<file path="src/rtl/nibble_rtc_bridge_pkg.sv">
package nibble_rtc_bridge_pkg;

  // Decoded intent of the current bus cycle toward the clock chip.
  typedef struct packed {
    logic hit;   // address window and strobes match
    logic rd;    // enabled read
    logic wr;    // enabled, data-strobed write
  } rtcb_req_t;

  // Width of a counter that must reach the value n.
  function automatic int unsigned cnt_width(input int unsigned n);
    return (n < 2) ? 1 : $clog2(n + 1);
  endfunction

endpackage

</file>
<file path="src/rtl/rtcb_window.sv">
module rtcb_window #(
  parameter int unsigned ADDR_W   = 19,
  parameter int unsigned WIN_BASE = 'h2000,
  parameter int unsigned WIN_LOG2 = 11
) (
  input  logic              cs_n,
  input  logic              as_n,
  input  logic [ADDR_W-1:0] addr,
  output logic              hit
);
  localparam int unsigned TAG_W = ADDR_W - WIN_LOG2;
  localparam logic [TAG_W-1:0] TAG = TAG_W'(WIN_BASE >> WIN_LOG2);

  logic [TAG_W-1:0] tag;
  assign tag = addr[ADDR_W-1:WIN_LOG2];
  assign hit = !cs_n && !as_n && (tag == TAG);
endmodule

</file>
<file path="src/rtl/rtcb_ack_timer.sv">
module rtcb_ack_timer
  import nibble_rtc_bridge_pkg::*;
#(
  parameter int unsigned ACK_DELAY = 3
) (
  input  logic clk,
  input  logic rst_n,
  input  logic active,
  output logic ack_n
);
  localparam int unsigned CW = cnt_width(ACK_DELAY);
  localparam logic [CW-1:0] LIMIT = CW'(ACK_DELAY);

  logic [CW-1:0] cnt_q;
  logic          done;

  assign done = (cnt_q == LIMIT);

  // Counts edges seen with the select active; cleared as soon as it drops.
  always_ff @(posedge clk or negedge rst_n) begin
    if (!rst_n)       cnt_q <= '0;
    else if (!active) cnt_q <= '0;
    else if (!done)   cnt_q <= cnt_q + 1'b1;
  end

  // Combinational gate on active so release of the strobe ends the ack at once.
  assign ack_n = !(active && done);
endmodule

</file>
<file path="src/rtl/rtcb_lanes.sv">
module rtcb_lanes #(
  parameter int unsigned BUS_W    = 16,
  parameter int unsigned RTC_DW   = 4,
  parameter int unsigned LANE_LSB = 8
) (
  input  logic              rd,
  input  logic [BUS_W-1:0]  dat_in,
  input  logic [RTC_DW-1:0] rtc_dq_in,
  output logic [BUS_W-1:0]  dat_out,
  output logic [BUS_W-1:0]  dat_oe,
  output logic [RTC_DW-1:0] rtc_dq_out
);
  localparam int unsigned LANE_MSB = LANE_LSB + RTC_DW - 1;

  assign rtc_dq_out = dat_in[LANE_MSB:LANE_LSB];

  for (genvar b = 0; b < BUS_W; b++) begin : g_bit
    if (b >= LANE_LSB && b <= LANE_MSB) begin : g_lane
      assign dat_out[b] = rd & rtc_dq_in[b - LANE_LSB];
      assign dat_oe[b]  = rd;
    end else begin : g_quiet
      assign dat_out[b] = 1'b0;
      assign dat_oe[b]  = 1'b0;
    end
  end
endmodule

</file>
<file path="src/rtl/nibble_rtc_bridge.sv">
module nibble_rtc_bridge
  import nibble_rtc_bridge_pkg::*;
#(
  parameter int unsigned ADDR_W    = 19,
  parameter int unsigned BUS_W     = 16,
  parameter int unsigned RTC_DW    = 4,
  parameter int unsigned RTC_AW    = 4,
  parameter int unsigned LANE_LSB  = 8,
  parameter int unsigned WIN_BASE  = 'h2000,
  parameter int unsigned WIN_LOG2  = 11,
  parameter int unsigned ACK_DELAY = 3
) (
  input  logic              clk,
  input  logic              rst_n,
  input  logic              cs_n,
  input  logic              as_n,
  input  logic              ds_n,
  input  logic              rw,
  input  logic [ADDR_W-1:0] addr,
  input  logic [BUS_W-1:0]  dat_in,
  output logic [BUS_W-1:0]  dat_out,
  output logic [BUS_W-1:0]  dat_oe,
  output logic              dsack0_n,
  output logic              rtc_sel_n,
  output logic              rtc_en,
  output logic [RTC_AW-1:0] rtc_addr,
  output logic              rtc_rd_n,
  output logic              rtc_wr_n,
  output logic [RTC_DW-1:0] rtc_dq_out,
  input  logic [RTC_DW-1:0] rtc_dq_in
);
  rtcb_req_t req;
  logic      hit;

  rtcb_window #(.ADDR_W(ADDR_W), .WIN_BASE(WIN_BASE), .WIN_LOG2(WIN_LOG2)) u_win (
    .cs_n(cs_n), .as_n(as_n), .addr(addr), .hit(hit)
  );

  // The second enable is reset itself: no access can reach the chip in reset.
  assign rtc_en = rst_n;

  always_comb begin
    req.hit = hit;
    req.rd  = hit && rtc_en && rw;
    req.wr  = hit && rtc_en && !rw && !ds_n;
  end

  assign rtc_sel_n = !req.hit;
  assign rtc_rd_n  = !req.rd;
  assign rtc_wr_n  = !req.wr;
  assign rtc_addr  = addr[RTC_AW-1:0];

  rtcb_ack_timer #(.ACK_DELAY(ACK_DELAY)) u_ack (
    .clk(clk), .rst_n(rst_n), .active(req.hit && rtc_en), .ack_n(dsack0_n)
  );

  rtcb_lanes #(.BUS_W(BUS_W), .RTC_DW(RTC_DW), .LANE_LSB(LANE_LSB)) u_lanes (
    .rd(req.rd), .dat_in(dat_in), .rtc_dq_in(rtc_dq_in),
    .dat_out(dat_out), .dat_oe(dat_oe), .rtc_dq_out(rtc_dq_out)
  );
endmodule

</file>
<file path="config.mk">
export PLATFORM = sky130hd
export DESIGN_NAME = nibble_rtc_bridge
export DESIGN_NICKNAME = d
export VERILOG_FILES = /design/src/rtl/nibble_rtc_bridge_pkg.sv /design/src/rtl/rtcb_window.sv /design/src/rtl/rtcb_ack_timer.sv /design/src/rtl/rtcb_lanes.sv /design/src/rtl/nibble_rtc_bridge.sv
export SDC_FILE = /design/constraint.sdc
export NUM_CORES = 1
export LEC_CHECK = 0
export ABC_AREA = 1
export CAP_MARGIN = 40
export CORE_UTILIZATION = 21
export CTS_BUF_LIST = sky130_fd_sc_hd__clkbuf_4
export CTS_CLUSTER_DIAMETER = 150
export DETAILED_ROUTE_END_ITERATION = 8
export GPL_ROUTABILITY_DRIVEN = 0
export PLACE_DENSITY = 0.83
export SYNTH_ARGS = -nofsm -noshare
export SYNTH_HDL_FRONTEND = slang
export SYNTH_SLANG_ARGS = --single-unit
export TNS_END_PERCENT = 20
</file>
<file path="constraint.sdc">
create_clock -name clk -period 1.3 [get_ports clk]
set_input_delay 0.195 -clock clk [delete_from_list [all_inputs] [get_ports clk]]
set_output_delay 0.195 -clock clk [all_outputs]
set_load 0.01 [all_outputs]
</file>
# After elaboration in Yosys (flattened, before gate mapping)
# Index checks and enable logic that the tools add are counted.
dict set report totals {
  inputBits 45
  elab_cells 26
  reg_bits 2
  out_inout_bits 45
}
dict set report op_classes {
  bitwise 4
  addsub 1
  eq_ne 3
  mux 2
  reduce_logical 15
}
# op count
set op_table {}
lappend op_table {{$eq 8x3->1 const B} 1}
lappend op_table {{$logic_not 1->1} 8}
lappend op_table {{$logic_and 1x1->1} 7}
lappend op_table {{$and 1x1->1} 4}
lappend op_table {{$mux 2} 2}
lappend op_table {{$add 2x1->2 const B} 1}
lappend op_table {{$eq 2x2->1 const B} 1}
lappend op_table {{$ne 2x2->1 const B} 1}

# Logic depth before layout (Yosys ltp)
dict set report logic_depth {
  depth_word 7
  ltp_mapped 7
  ltp_nobuf 7
}

# Cells and area by module
# From an unflattened synthesis, not the netlist that was laid out.
dict set report unflattened {
  hier_cells 75
  area_unflattened_um2 478.0
}
# mod seq_area_each_um2 cells_per_inst area_per_inst_um2 instances
set by_module_without_submodules {}
lappend by_module_without_submodules {rtcb_lanes 0.0 41 274.0 1}
lappend by_module_without_submodules {rtcb_ack_timer 50.0 12 101.3 1}
lappend by_module_without_submodules {nibble_rtc_bridge 0.0 13 67.6 1}
lappend by_module_without_submodules {rtcb_window 0.0 9 35.0 1}

# Worst setup path after synthesis
# Ideal clock, no wire load.
dict set report synth_timing {
  path_type {input port to output port}
  startpoint {in as_n}
  endpoint {out dat_oe[10]}
  stages 6
  required_ps 1105
  slack_ps 259
  n_path_buf 1
  t_arrival_ps 846
  path_cell_list {nor2_2 -> nand3_2 -> nor2_4 -> nand3_4 -> inv_1 -> buf_4}
}
dict set report synth_via {
  elab_chain_len 5
}
# element line_no
set synth_lines {}
lappend synth_lines {{from (decl)} nibble_rtc_bridge.sv:16} ;# input logic as_n,
lappend synth_lines {{$logic_not 1->1} rtcb_window.sv:16} ;# assign hit = !cs_n && !as_n && (tag == TAG);
lappend synth_lines {{$logic_and 1x1->1 (2 in a row)} rtcb_window.sv:16}
lappend synth_lines {{$logic_and 1x1->1 (2 in a row)} nibble_rtc_bridge.sv:44} ;# req.rd = hit && rtc_en && rw;
lappend synth_lines {{to (decl)} nibble_rtc_bridge.sv:22} ;# output logic [BUS_W-1:0] dat_oe,
# No other way between the ends.

# Worst setup path in the final report
dict set report layout_timing {
  startpoint {reg u_ack.cnt_q[0]}
  endpoint {out dsack0_n}
}
dict set report layout_via {
  elab_chain_len 3
}
# element line_no
set layout_lines {}
lappend layout_lines {{from (decl)} rtcb_ack_timer.sv:14} ;# logic [CW-1:0] cnt_q;
lappend layout_lines {{from (signal assigned)} rtcb_ack_timer.sv:23} ;# else if (!done) cnt_q <= cnt_q + 1'b1;
lappend layout_lines {{$eq 2x2->1} rtcb_ack_timer.sv:17} ;# assign done = (cnt_q == LIMIT);
lappend layout_lines {{$logic_and 1x1->1} rtcb_ack_timer.sv:27} ;# assign ack_n = !(active && done);
lappend layout_lines {{$logic_not 1->1} rtcb_ack_timer.sv:27}
lappend layout_lines {{to (decl)} nibble_rtc_bridge.sv:23} ;# output logic dsack0_n,
# No other way between the ends.

==> summary.txt <==
Run status
  – Outcome: finished, final reports clean

Logic synthesis
  – Mapped cell area: 499 um^2
  – Yosys warns: 0
  – Synthesis-stage register bit count: 2
  – Ys async rst share: 100%
  – Register area share after synthesis: 10.0%
  – EDFF count, synth: 0
  – Syn avg cell area: 7.13 um^2
  – Cells after Synth: 70
  – Ys flop type: dfrtp_1
  – Netlist cell types: 13

Place
  – Count of input and output buffers: 30
  – Placed insts: 118
  – DP Area: 673 um^2
  – Setup WS pre-CTS: -678 ps
  – HPWL after detailed placement: 854 um

Cells and area
  – Diodes inserted: 0
  – FILL cells: 262
  – Post-route insts no fill: 121
  – Largest register by flop count: u_ack.cnt_q
  – Area grow syn2layout: 20.3%
  – Regs by FF count: u_ack.cnt_q: 2 flops
  – NumNets Final: 141
  – Layout cells sized above 1: 45.2%
  – Largest register FFs: 2
  – Seq. cell area: 50.0 um^2
  – Multi-input logic area: 240 um^2
  – Design area: 601 um^2
  – Final core utilization: 26.9%

STA
  – Unrepaired setup endpoints after global routing: false
  – Worst Skew: 3.67 ps
  – Maximum clock rate: 830 MHz
  – Hold Slack: 21.9 ps
  – Final setup violation count: 0
  – Fin crit share: 92.6%
  – Max-slew violation count: 0
  – Setup slack after layout: 95.8 ps
  – Fin. Hold Viols: 0
  – Setup_tns: 0 ps
  – Minimum clock period: 1200 ps

Worst setup path
  – R2r worst-path depth: 4
  – Crit-path cells: ha_1 -> nand2_1 -> buf_2
  – Setup CP Type: reg2out
  – Startpoint types: flip-flop
  – Crit path largest cell delay: 370 ps
  – Worst R2R End: u_ack.cnt_q[0]
  – Data required time at the worst endpoint: 1110 ps
  – Crit-path max FO: 2
  – CP max-delay cell: dfrtp_1
  – R2r setup slk: 240 ps
  – RR Startpoint: u_ack.cnt_q[0]
  – Worst Path Arrival: 1010 ps
  – CP Capture Type: primary output

Floorplanning
  – Initial core utilization: 22.4%
  – IO Count: 90
  – Die W: 50.8 um
  – Core ar.: 2230 um^2
  – Die H: 50.8 um
  – Row count: 17
  – Die Footprint: 2580 um^2

GRT
  – Grt ovf: 0
  – GRT Util Overall: 8.14%
  – First-pass GRT wire length: 1490 um
  – Pin count of the biggest net entering global routing: 7
  – Initial antenna violation count: 0
  – Vias in the first global route: 360

Run
  – Max Cap Viol: 0

CTS
  – CTS root buffer: clkbuf_4
  – Clk buf depth: 2
  – H-tree levels: 1
  – # hold bufs at CTS: 0
  – Clk pin slew, worst setup/hold paths: 30 ps
  – CTS Buf Count: 3
  – CTS sink cnt: 2
  – TritonCTS clock tree: built
  – Post-CTS setup buffers: 0
  – Clk_lat worst skew: 230 ps

Route
  – Vias per inst: 3.14
  – # DRC: 0
  – 1st-iter DRT viols: 1
  – First-pass DRT Iterations: 2
  – Vias: 380
  – Avg WL per Cell: 7.94 um
  – Routed Wire Length: 961 um
  – Final ANT Viol Nets: 0

Power
  – Peak supply drop: 0.278 mV
  – Final Total Pwr: 0.293 mW
  – Leak Pwr: 0.363 nW
  – Pwr dens: 488 nW/um^2

Worst hold path
  – Worst Hold Class: in2async
==> cells in the mapped netlist (2+ instances only) <==
library cell	number	area [um^2]
buf_4	37	278
nand2_1	4	15.0
dfrtp_1	2	50.1
nor2_2	3	18.8
nor2_1	9	33.8
inv_1	8	30.0
==> power by group <==
group | total, mW | switching [mW] | internal [mW] | leakage (nW)
clock network | 0.140 | 0.0376 | 0.102 | 0.0138
logic | 0.0905 | 0.0542 | 0.0364 | 0.321
registers | 0.0628 | 0.00000943 | 0.0627 | 0.0280
==> critical path: cells and delay by family (launching register included) <==
kind / cells / cell delay [ps]
adders and majority gates: 1 / 220
buffers and inverters: 1 / 120
DFF: 1 / 370
and+or+nand+nor: 1 / 70
==> cells in the final DEF (no fill, tap or decap), drive strengths merged, types with 2 or more instances in the layout <==
master	instances
clkdlybuf4s50	5
nand2	4
nor2	13
nand3	2
dlygate4sd2	3
buf	20
clkbuf	8
dfrtp	2
conb	24
inv	8
==> how the worst max path moves through the flow <==
| stage | from | endpoint | slack [ps] |
|---|---|---|---|
| 3_5_place_dp | addr[13] | dat_oe[8] | -680 |
| 6_report | u_ack.cnt_q[0] | dsack0_n | 100 |
| 2_1_floorplan | as_n | dat_oe[10] | 260 |
| 4_1_cts | addr[15] | dat_out[8] | 20 |
| 5_1_grt | addr[13] | dat_out[8] | 30 |
| 3_3_place_gp | addr[13] | dat_oe[8] | -670 |
==> cells by family after synthesis <==
kind of cell | synth area share (%)
other cells | 0.751
mux | 2.01
buf+inv | 61.7
flops | 10.0
xor+xnor | 1.75
fa+ha+maj | 2.51
simple gates | 21.3
==> per-layer routing <==
layer / global-route usage [%] / vias to the layer above / wire length (um)
met5: 0 / - / 0
met4: 5.56 / 0 / 0
met3: 4.85 / 0 / 142
met2: 14.9 / 31 / 540
met1: 6.26 / 157 / 277
li1: - / 192 / -
==> final cells by class <==
class	count	area share, %
flip-flops and latches	2	8.33
inverters	8	5.00
multi-input cells	46	40.0
well taps	28	5.83
clock buffers	3	3.75
repair buffers	34	37.1
==> timing repair <==
action | in CTS | in global routing
hold endpoints to repair | 0 | 0
pin swaps | 11 | 7
setup endpoints to repair | 13 | 12
gates resized for setup | 80 | 9
Note: power is estimated with default switching activity, not from simulation.
